File: config.mk
export PLATFORM = sky130hd
export DESIGN_NAME = spi_frame_master
export DESIGN_NICKNAME = d
export VERILOG_FILES = /design/src/rtl/sfm_pkg.sv /design/src/rtl/sfm_halfclk.sv /design/src/rtl/sfm_shifter.sv /design/src/rtl/sfm_rdslot.sv /design/src/rtl/spi_frame_master.sv
export SDC_FILE = /design/constraint.sdc
export NUM_CORES = 1
export LEC_CHECK = 0
export ABC_AREA = 1
export BUFFER_PORTS_ARGS = -buffer_cell sky130_fd_sc_hd__clkbuf_2
export CORE_UTILIZATION = 52
export DETAILED_ROUTE_END_ITERATION = 10
export HOLD_SLACK_MARGIN = 0.12
export PLACE_DENSITY = 0.76
export SLEW_MARGIN = 10
export SYNTH_ARGS = -nofsm -noshare
export SYNTH_HDL_FRONTEND = slang
export SYNTH_SLANG_ARGS = --single-unit
export TNS_END_PERCENT = 30
File: constraint.sdc
create_clock -name clk -period 2.25 [get_ports clk]
set_input_delay 0.225 -clock clk [delete_from_list [all_inputs] [get_ports clk]]
set_output_delay 0.225 -clock clk [all_outputs]
set_load 0.005 [all_outputs]
File: src/rtl/sfm_pkg.sv
package sfm_pkg;
  localparam int ADDR_W    = 16;
  localparam int BLK_W     = 5;
  localparam int HDR_BYTES = 3;
  localparam logic [1:0] OPMODE_VARLEN = 2'b00;

  typedef enum logic [2:0] {
    S_IDLE,
    S_SETUP,
    S_BIT,
    S_GAP,
    S_HOLD,
    S_FIN
  } sfm_state_t;

  function automatic logic [7:0] ctrl_byte(input logic [BLK_W-1:0] blk, input logic wr);
    return {blk, wr, OPMODE_VARLEN};
  endfunction
endpackage

File: src/rtl/sfm_halfclk.sv
module sfm_halfclk #(
  parameter int DIVW = 8
) (
  input  logic            clk,
  input  logic            rst_n,
  input  logic            run,
  input  logic [DIVW-1:0] div,
  output logic            tick
);
  logic [DIVW-1:0] cnt;

  assign tick = run && (cnt == div);

  always_ff @(posedge clk or negedge rst_n) begin
    if (!rst_n)       cnt <= '0;
    else if (!run)    cnt <= '0;
    else if (tick)    cnt <= '0;
    else              cnt <= cnt + 1'b1;
  end
endmodule

File: src/rtl/sfm_shifter.sv
module sfm_shifter (
  input  logic       clk,
  input  logic       rst_n,
  input  logic       load,
  input  logic [7:0] load_byte,
  input  logic       shift,
  input  logic       sample,
  input  logic       miso,
  output logic       mosi,
  output logic [7:0] rx_byte
);
  logic [7:0] tx_q;
  logic [7:0] rx_q;

  assign mosi    = tx_q[7];
  assign rx_byte = rx_q;

  always_ff @(posedge clk or negedge rst_n) begin
    if (!rst_n) begin
      tx_q <= '0;
      rx_q <= '0;
    end else begin
      if (load)       tx_q <= load_byte;
      else if (shift) tx_q <= {tx_q[6:0], 1'b0};
      if (sample)     rx_q <= {rx_q[6:0], miso};
    end
  end
endmodule

File: src/rtl/sfm_rdslot.sv
module sfm_rdslot (
  input  logic       clk,
  input  logic       rst_n,
  input  logic       push,
  input  logic [7:0] push_data,
  input  logic       rd_ready,
  output logic       rd_valid,
  output logic [7:0] rd_data,
  output logic       free
);
  assign free = !rd_valid || rd_ready;

  always_ff @(posedge clk or negedge rst_n) begin
    if (!rst_n) begin
      rd_valid <= 1'b0;
      rd_data  <= '0;
    end else begin
      if (push)          rd_valid <= 1'b1;
      else if (rd_ready) rd_valid <= 1'b0;
      if (push)          rd_data  <= push_data;
    end
  end
endmodule

File: src/rtl/spi_frame_master.sv
module spi_frame_master
  import sfm_pkg::*;
#(
  parameter int DIVW = 8,
  parameter int LENW = 16
) (
  input  logic                clk,
  input  logic                rst_n,
  input  logic [DIVW-1:0]     cfg_div,
  input  logic                cfg_idle_high,
  input  logic                req_start,
  input  logic [ADDR_W-1:0]   req_addr,
  input  logic [BLK_W-1:0]    req_block,
  input  logic                req_write,
  input  logic [LENW-1:0]     req_len,
  output logic                busy,
  output logic                done,
  output logic                req_reject,
  input  logic [7:0]          wr_data,
  input  logic                wr_valid,
  output logic                wr_ready,
  output logic [7:0]          rd_data,
  output logic                rd_valid,
  input  logic                rd_ready,
  output logic                spi_sclk,
  output logic                spi_cs_n,
  output logic                spi_mosi,
  input  logic                spi_miso
);
  localparam int IDXW = LENW + 1;
  localparam logic [IDXW-1:0] HDR_N = IDXW'(HDR_BYTES);

  sfm_state_t state, state_n;
  logic            half, half_n;
  logic [2:0]      bitcnt;
  logic [IDXW-1:0] idx, total, nxt_idx;
  logic [ADDR_W-1:0] lat_addr;
  logic [BLK_W-1:0]  lat_blk;
  logic            lat_wr;
  logic            cs_n_q, sclk_q, done_q, reject_q;

  logic tick, run, accept, zero_req;
  logic more, nxt_hdr, cur_rd_data, rd_free, gap_go;
  logic bit_end, byte_end, shift_en, sample_en, load_en, push_en;
  logic [7:0] hdr_byte, load_byte, rx_byte;

  assign busy       = (state != S_IDLE);
  assign done       = done_q;
  assign req_reject = reject_q;
  assign spi_cs_n   = cs_n_q;
  assign spi_sclk   = sclk_q;

  assign run      = (state == S_SETUP) || (state == S_BIT) || (state == S_HOLD);
  assign accept   = (state == S_IDLE) && req_start && (req_len != '0);
  assign zero_req = (state == S_IDLE) && req_start && (req_len == '0);

  assign nxt_idx     = idx + 1'b1;
  assign more        = (nxt_idx != total);
  assign nxt_hdr     = (nxt_idx < HDR_N);
  assign cur_rd_data = !lat_wr && (idx >= HDR_N);

  // Header bytes 1 and 2 are chosen by the low index bits; byte 0 loads at accept.
  assign hdr_byte = (nxt_idx[1:0] == 2'd1) ? lat_addr[7:0] : ctrl_byte(lat_blk, lat_wr);

  assign wr_ready = (state == S_GAP) && more && !nxt_hdr && lat_wr;
  assign gap_go   = (state == S_GAP) && more &&
                    (nxt_hdr || (lat_wr ? wr_valid : rd_free));

  assign bit_end   = (state == S_BIT) && tick && half;
  assign byte_end  = bit_end && (bitcnt == 3'd0);
  assign shift_en  = bit_end && (bitcnt != 3'd0);
  assign sample_en = (state == S_BIT) && tick && !half;
  assign push_en   = byte_end && cur_rd_data;
  assign load_en   = accept || gap_go;

  always_comb begin
    if (accept)       load_byte = req_addr[15:8];
    else if (nxt_hdr) load_byte = hdr_byte;
    else if (lat_wr)  load_byte = wr_data;
    else              load_byte = 8'h00;
  end

  always_comb begin
    state_n = state;
    half_n  = half;
    unique case (state)
      S_IDLE:  if (accept) state_n = S_SETUP;
      S_SETUP: if (tick) begin
                 state_n = S_BIT;
                 half_n  = 1'b0;
               end
      S_BIT:   if (tick) begin
                 if (!half)               half_n  = 1'b1;
                 else if (bitcnt != 3'd0) half_n  = 1'b0;
                 else                     state_n = S_GAP;
               end
      S_GAP:   if (!more) state_n = S_HOLD;
               else if (gap_go) begin
                 state_n = S_BIT;
                 half_n  = 1'b0;
               end
      S_HOLD:  if (tick) state_n = S_FIN;
      S_FIN:   state_n = S_IDLE;
      default: state_n = S_IDLE;
    endcase
  end

  always_ff @(posedge clk or negedge rst_n) begin
    if (!rst_n) begin
      state    <= S_IDLE;
      half     <= 1'b0;
      bitcnt   <= '0;
      idx      <= '0;
      total    <= '0;
      lat_addr <= '0;
      lat_blk  <= '0;
      lat_wr   <= 1'b0;
      cs_n_q   <= 1'b1;
      sclk_q   <= 1'b0;
      done_q   <= 1'b0;
      reject_q <= 1'b0;
    end else begin
      state    <= state_n;
      half     <= half_n;
      sclk_q   <= (state_n == S_BIT) ? half_n : cfg_idle_high;
      done_q   <= (state == S_FIN);
      reject_q <= zero_req;
      if (accept) begin
        lat_addr <= req_addr;
        lat_blk  <= req_block;
        lat_wr   <= req_write;
        total    <= IDXW'(req_len) + HDR_N;
        idx      <= '0;
        bitcnt   <= 3'd7;
        cs_n_q   <= 1'b0;
      end
      if (shift_en) bitcnt <= bitcnt - 1'b1;
      if (gap_go) begin
        idx    <= nxt_idx;
        bitcnt <= 3'd7;
      end
      if ((state == S_HOLD) && tick) cs_n_q <= 1'b1;
    end
  end

  sfm_halfclk #(.DIVW(DIVW)) u_halfclk (
    .clk   (clk),
    .rst_n (rst_n),
    .run   (run),
    .div   (cfg_div),
    .tick  (tick)
  );

  sfm_shifter u_shifter (
    .clk       (clk),
    .rst_n     (rst_n),
    .load      (load_en),
    .load_byte (load_byte),
    .shift     (shift_en),
    .sample    (sample_en),
    .miso      (spi_miso),
    .mosi      (spi_mosi),
    .rx_byte   (rx_byte)
  );

  sfm_rdslot u_rdslot (
    .clk       (clk),
    .rst_n     (rst_n),
    .push      (push_en),
    .push_data (rx_byte),
    .rd_ready  (rd_ready),
    .rd_valid  (rd_valid),
    .rd_data   (rd_data),
    .free      (rd_free)
  );
endmodule

==> flow_summary.yaml <==
run_status:
  outcome: "finished with violations"
  violations: "negative setup slack"
worst_setup_path:
  path_class: "reg2out"
  required_ns: 2.03
  end_kind: "primary output"
  cp_data_arrival_time_ns: 2.36
  cp_max_fo: 9
  startpoint_type: "flop"
logic_synthesis:
  synth_seq_area_share_pct: 42.4
  synth_cells: 737
  yosys.area.top_type_share_pct: 41.9
  avgSynthCellArea_um2: 7.38
  synth_edf_count: 0
  synth.distinct_cells: 45
  ys_warn_count: 0
  synthArstFlopShare_pct: 100
  syn_nets: 804
  synth_top_area_cell: "dfrtp_1"
  synth_area_leaders: "dfrtp_1 (42%), nand2_1 (17%), inv_1 (6.1%), nand3_1 (5.2%), nor2_1 (4.1%)"
  synth_seq_cells: 92
  synth-main-ff-cell: "dfrtp_1"
  syn_area_um2: 5440
sta:
  max_clock_freq_ghz: 0.386
  worstMarginPinSlew_ns: 0.559
  setup_viol: 32
  period_needed_ns: 2.59
  fin_tns_setup_ns: -7.75
  rsz0062_at_grt: "yes"
  fin_crit_sh_pct: 115
  final_max_slew_viol_count: 0
  fin_ws_ns: -0.340
  relSlewSlack_pct: 62.7
  clock_skew_ns: 0.0108
  hold_viol: 0
run:
  cap_violations: 0
route:
  dr.first_iter.drc_count: 373
  drt_first_pass_iters: 5
  vias: 5380
  routed_wl_mm: 14.7
  routedWlPerCell_um: 14.3
  ant_nets: 0
  vias_per_cell: 5.22
  drc: 0
layout:
  finalInstanceArea_um2: 7130
  antenna_cells: 0
  syn_to_final_growth_pct: 31.0
  layout_common_cells: "nand2_1 (233), dfrtp_1 (87), inv_1 (85), clkbuf_2 (75), nor2_1 (53)"
  final_layout_size_suffix_gt1_share_pct: 27.1
  fin_nets: 959
  layout_commonest_cell: "nand2_1"
floorplanning:
  pin_count: 77
  die_w_um: 104
  initial_core_util_pct: 54.6
  fp.dieH_um: 104
  dieArea_um2: 10900
  coreArea_um2: 9950
  rows: 36
global_route:
  grt.total_usage_pct: 28.5
  antenna_found_initial: 0
  grt_max_degree: 45
  grt-ovfl-total: 0
  grt_pass1_vias: 5388
  grt_pass1_wl_mm: 24.9
pwr:
  p_leak_nw: 3.85
  ir_drop_v: 0.000518
  p_per_area_nw_per_um2: 489
  finalPower_mw: 3.49
cts:
  htreeDepth: 3
  clk_path_buf_depth: 2
  cts.clk_slew.worst_paths_ns: 0.10
  cts_buffers: 9
  cts.sinks: 92
  insertion_delay_ns: 0.37
  cts_root_buf: "clkbuf_8"
  cts_tree: "done"
placement:
  gp_congestion: 0.965
  portBuffers: 76
  place_hpwl_mm: 10.7
  dpl-instance-area_um2: 6350
  post-place-ws_ns: -0.195
worst_hold_path:
  hp-class: "in2reg"
-- synth_stat cells, drive strengths merged (4+ instances only) --
master  count
a21oi       8
buf         7
clkbuf     10
dfrtp      91
ha          6
inv        90
mux2i       4
nand2     255
nand3      62
nand4      12
nor2       67
nor3       11
nor4        7
o21ai      50
o22ai      15
or2         5
xnor2       7
xor2       11
-- state kept, by name, summed over array words and instances (netlist names) --
name	count
u_halfclk.cnt	8
bitcnt	3
state	3
req_reject	1
done	1
lat_wr	1
idx	17
u_rdslot.rd_valid	1
half	1
u_shifter.tx_q	8
u_rdslot.rd_data	8
spi_sclk	1
spi_cs_n	1
total	17
lat_addr	8
u_shifter.rx_byte	8
lat_blk	5
-- timing repair --
item | 4_1_cts | 5_1_grt
setup buffers | 7 | 4
endpoints found under the hold margin | 61 | 0
resized for setup | 40 | 29
gates cloned | 2 | 0
hold buffers | 21 | 0
endpoints found under the setup margin | 33 | 34
pin swaps | 14 | 12
-- cell families (layout without fill, tap and decap cells) --
| group | Yosys count | after routing | share of synthesized area [%] |
|---|---|---|---|
| fa+ha+maj | 6 | 6 | 1.38 |
| xor+xnor | 20 | 20 | 3.73 |
| buf+inv | 108 | 266 | 8.01 |
| flops | 92 | 92 | 42.4 |
| simple gates | 423 | 425 | 34.4 |
| compound gates | 83 | 83 | 9.18 |
| mux | 5 | 5 | 0.943 |
-- worst max-delay path, stage by stage, from the launching register on --
cell      delay, ns
dfrtp_2        0.46
buf_6          0.14
nand2_4        0.07
nor2_4         0.05
buf_4          0.13
nand2_1        0.07
nand2_1        0.07
inv_1          0.14
o21ai_0        0.14
nor2_1         0.12
nand3_1        0.09
nor2_2         0.20
buf_12         0.15
nor2_2         0.04
clkbuf_2       0.10
-- routing by layer --
metal  up-vias  GRT usage, %  share of wire [%]  wire (um)
met3        36          4.95                5.7        835
met4         0          14.8                3.3        480
li1       2677             -                  -          -
met5         -             0                  0          0
met1      2498          35.8                 43       6290
met2       169          47.0                 48       7110
-- per-stage QoR --
stage	std cells	util [%]	hold slack [ns]
after floorplan	737	-	-0.0706
after global placement	980	63.8	0.247
after detailed placement	980	63.8	0.250
after CTS	1026	70.0	0.146
after global routing	1030	71.6	0.173
final	1030	71.6	0.166
-- where the power goes --
part	internal, mW	switching (mW)	total [mW]
Sequential	1.76	0.0938	1.85
Combinational	0.256	0.271	0.527
Clock	0.433	0.677	1.11
Total	2.45	1.04	3.49
-- path summary, 6_finish.rpt --
path,start,endpoint,slack (ns),cells past startpoint
setup reg to reg,idx[3],u_shifter.tx_q[6],-0.28,18
hold reg to reg,lat_blk[3],lat_blk[3],0.48,2
hold / removal,req_len[5],total[5],0.17,3
max in group asynchronous,rst_n,total[13],1.26,3
setup / recovery,idx[1],wr_ready,-0.34,14
min in group asynchronous,rst_n,total[0],0.40,2
-- cell type report --
| class | count | area [um^2] |
|---|---|---|
| clock buffer | 9 | 124 |
| inverter | 91 | 347 |
| clock inverter | 7 | 67.6 |
| sequential | 92 | 2310 |
| tap | 133 | 166 |
| fill | 777 | 2830 |
| multi-input combinational | 539 | 2960 |
| timing repair buffer | 159 | 1160 |
(Power assumes the default switching activity.)
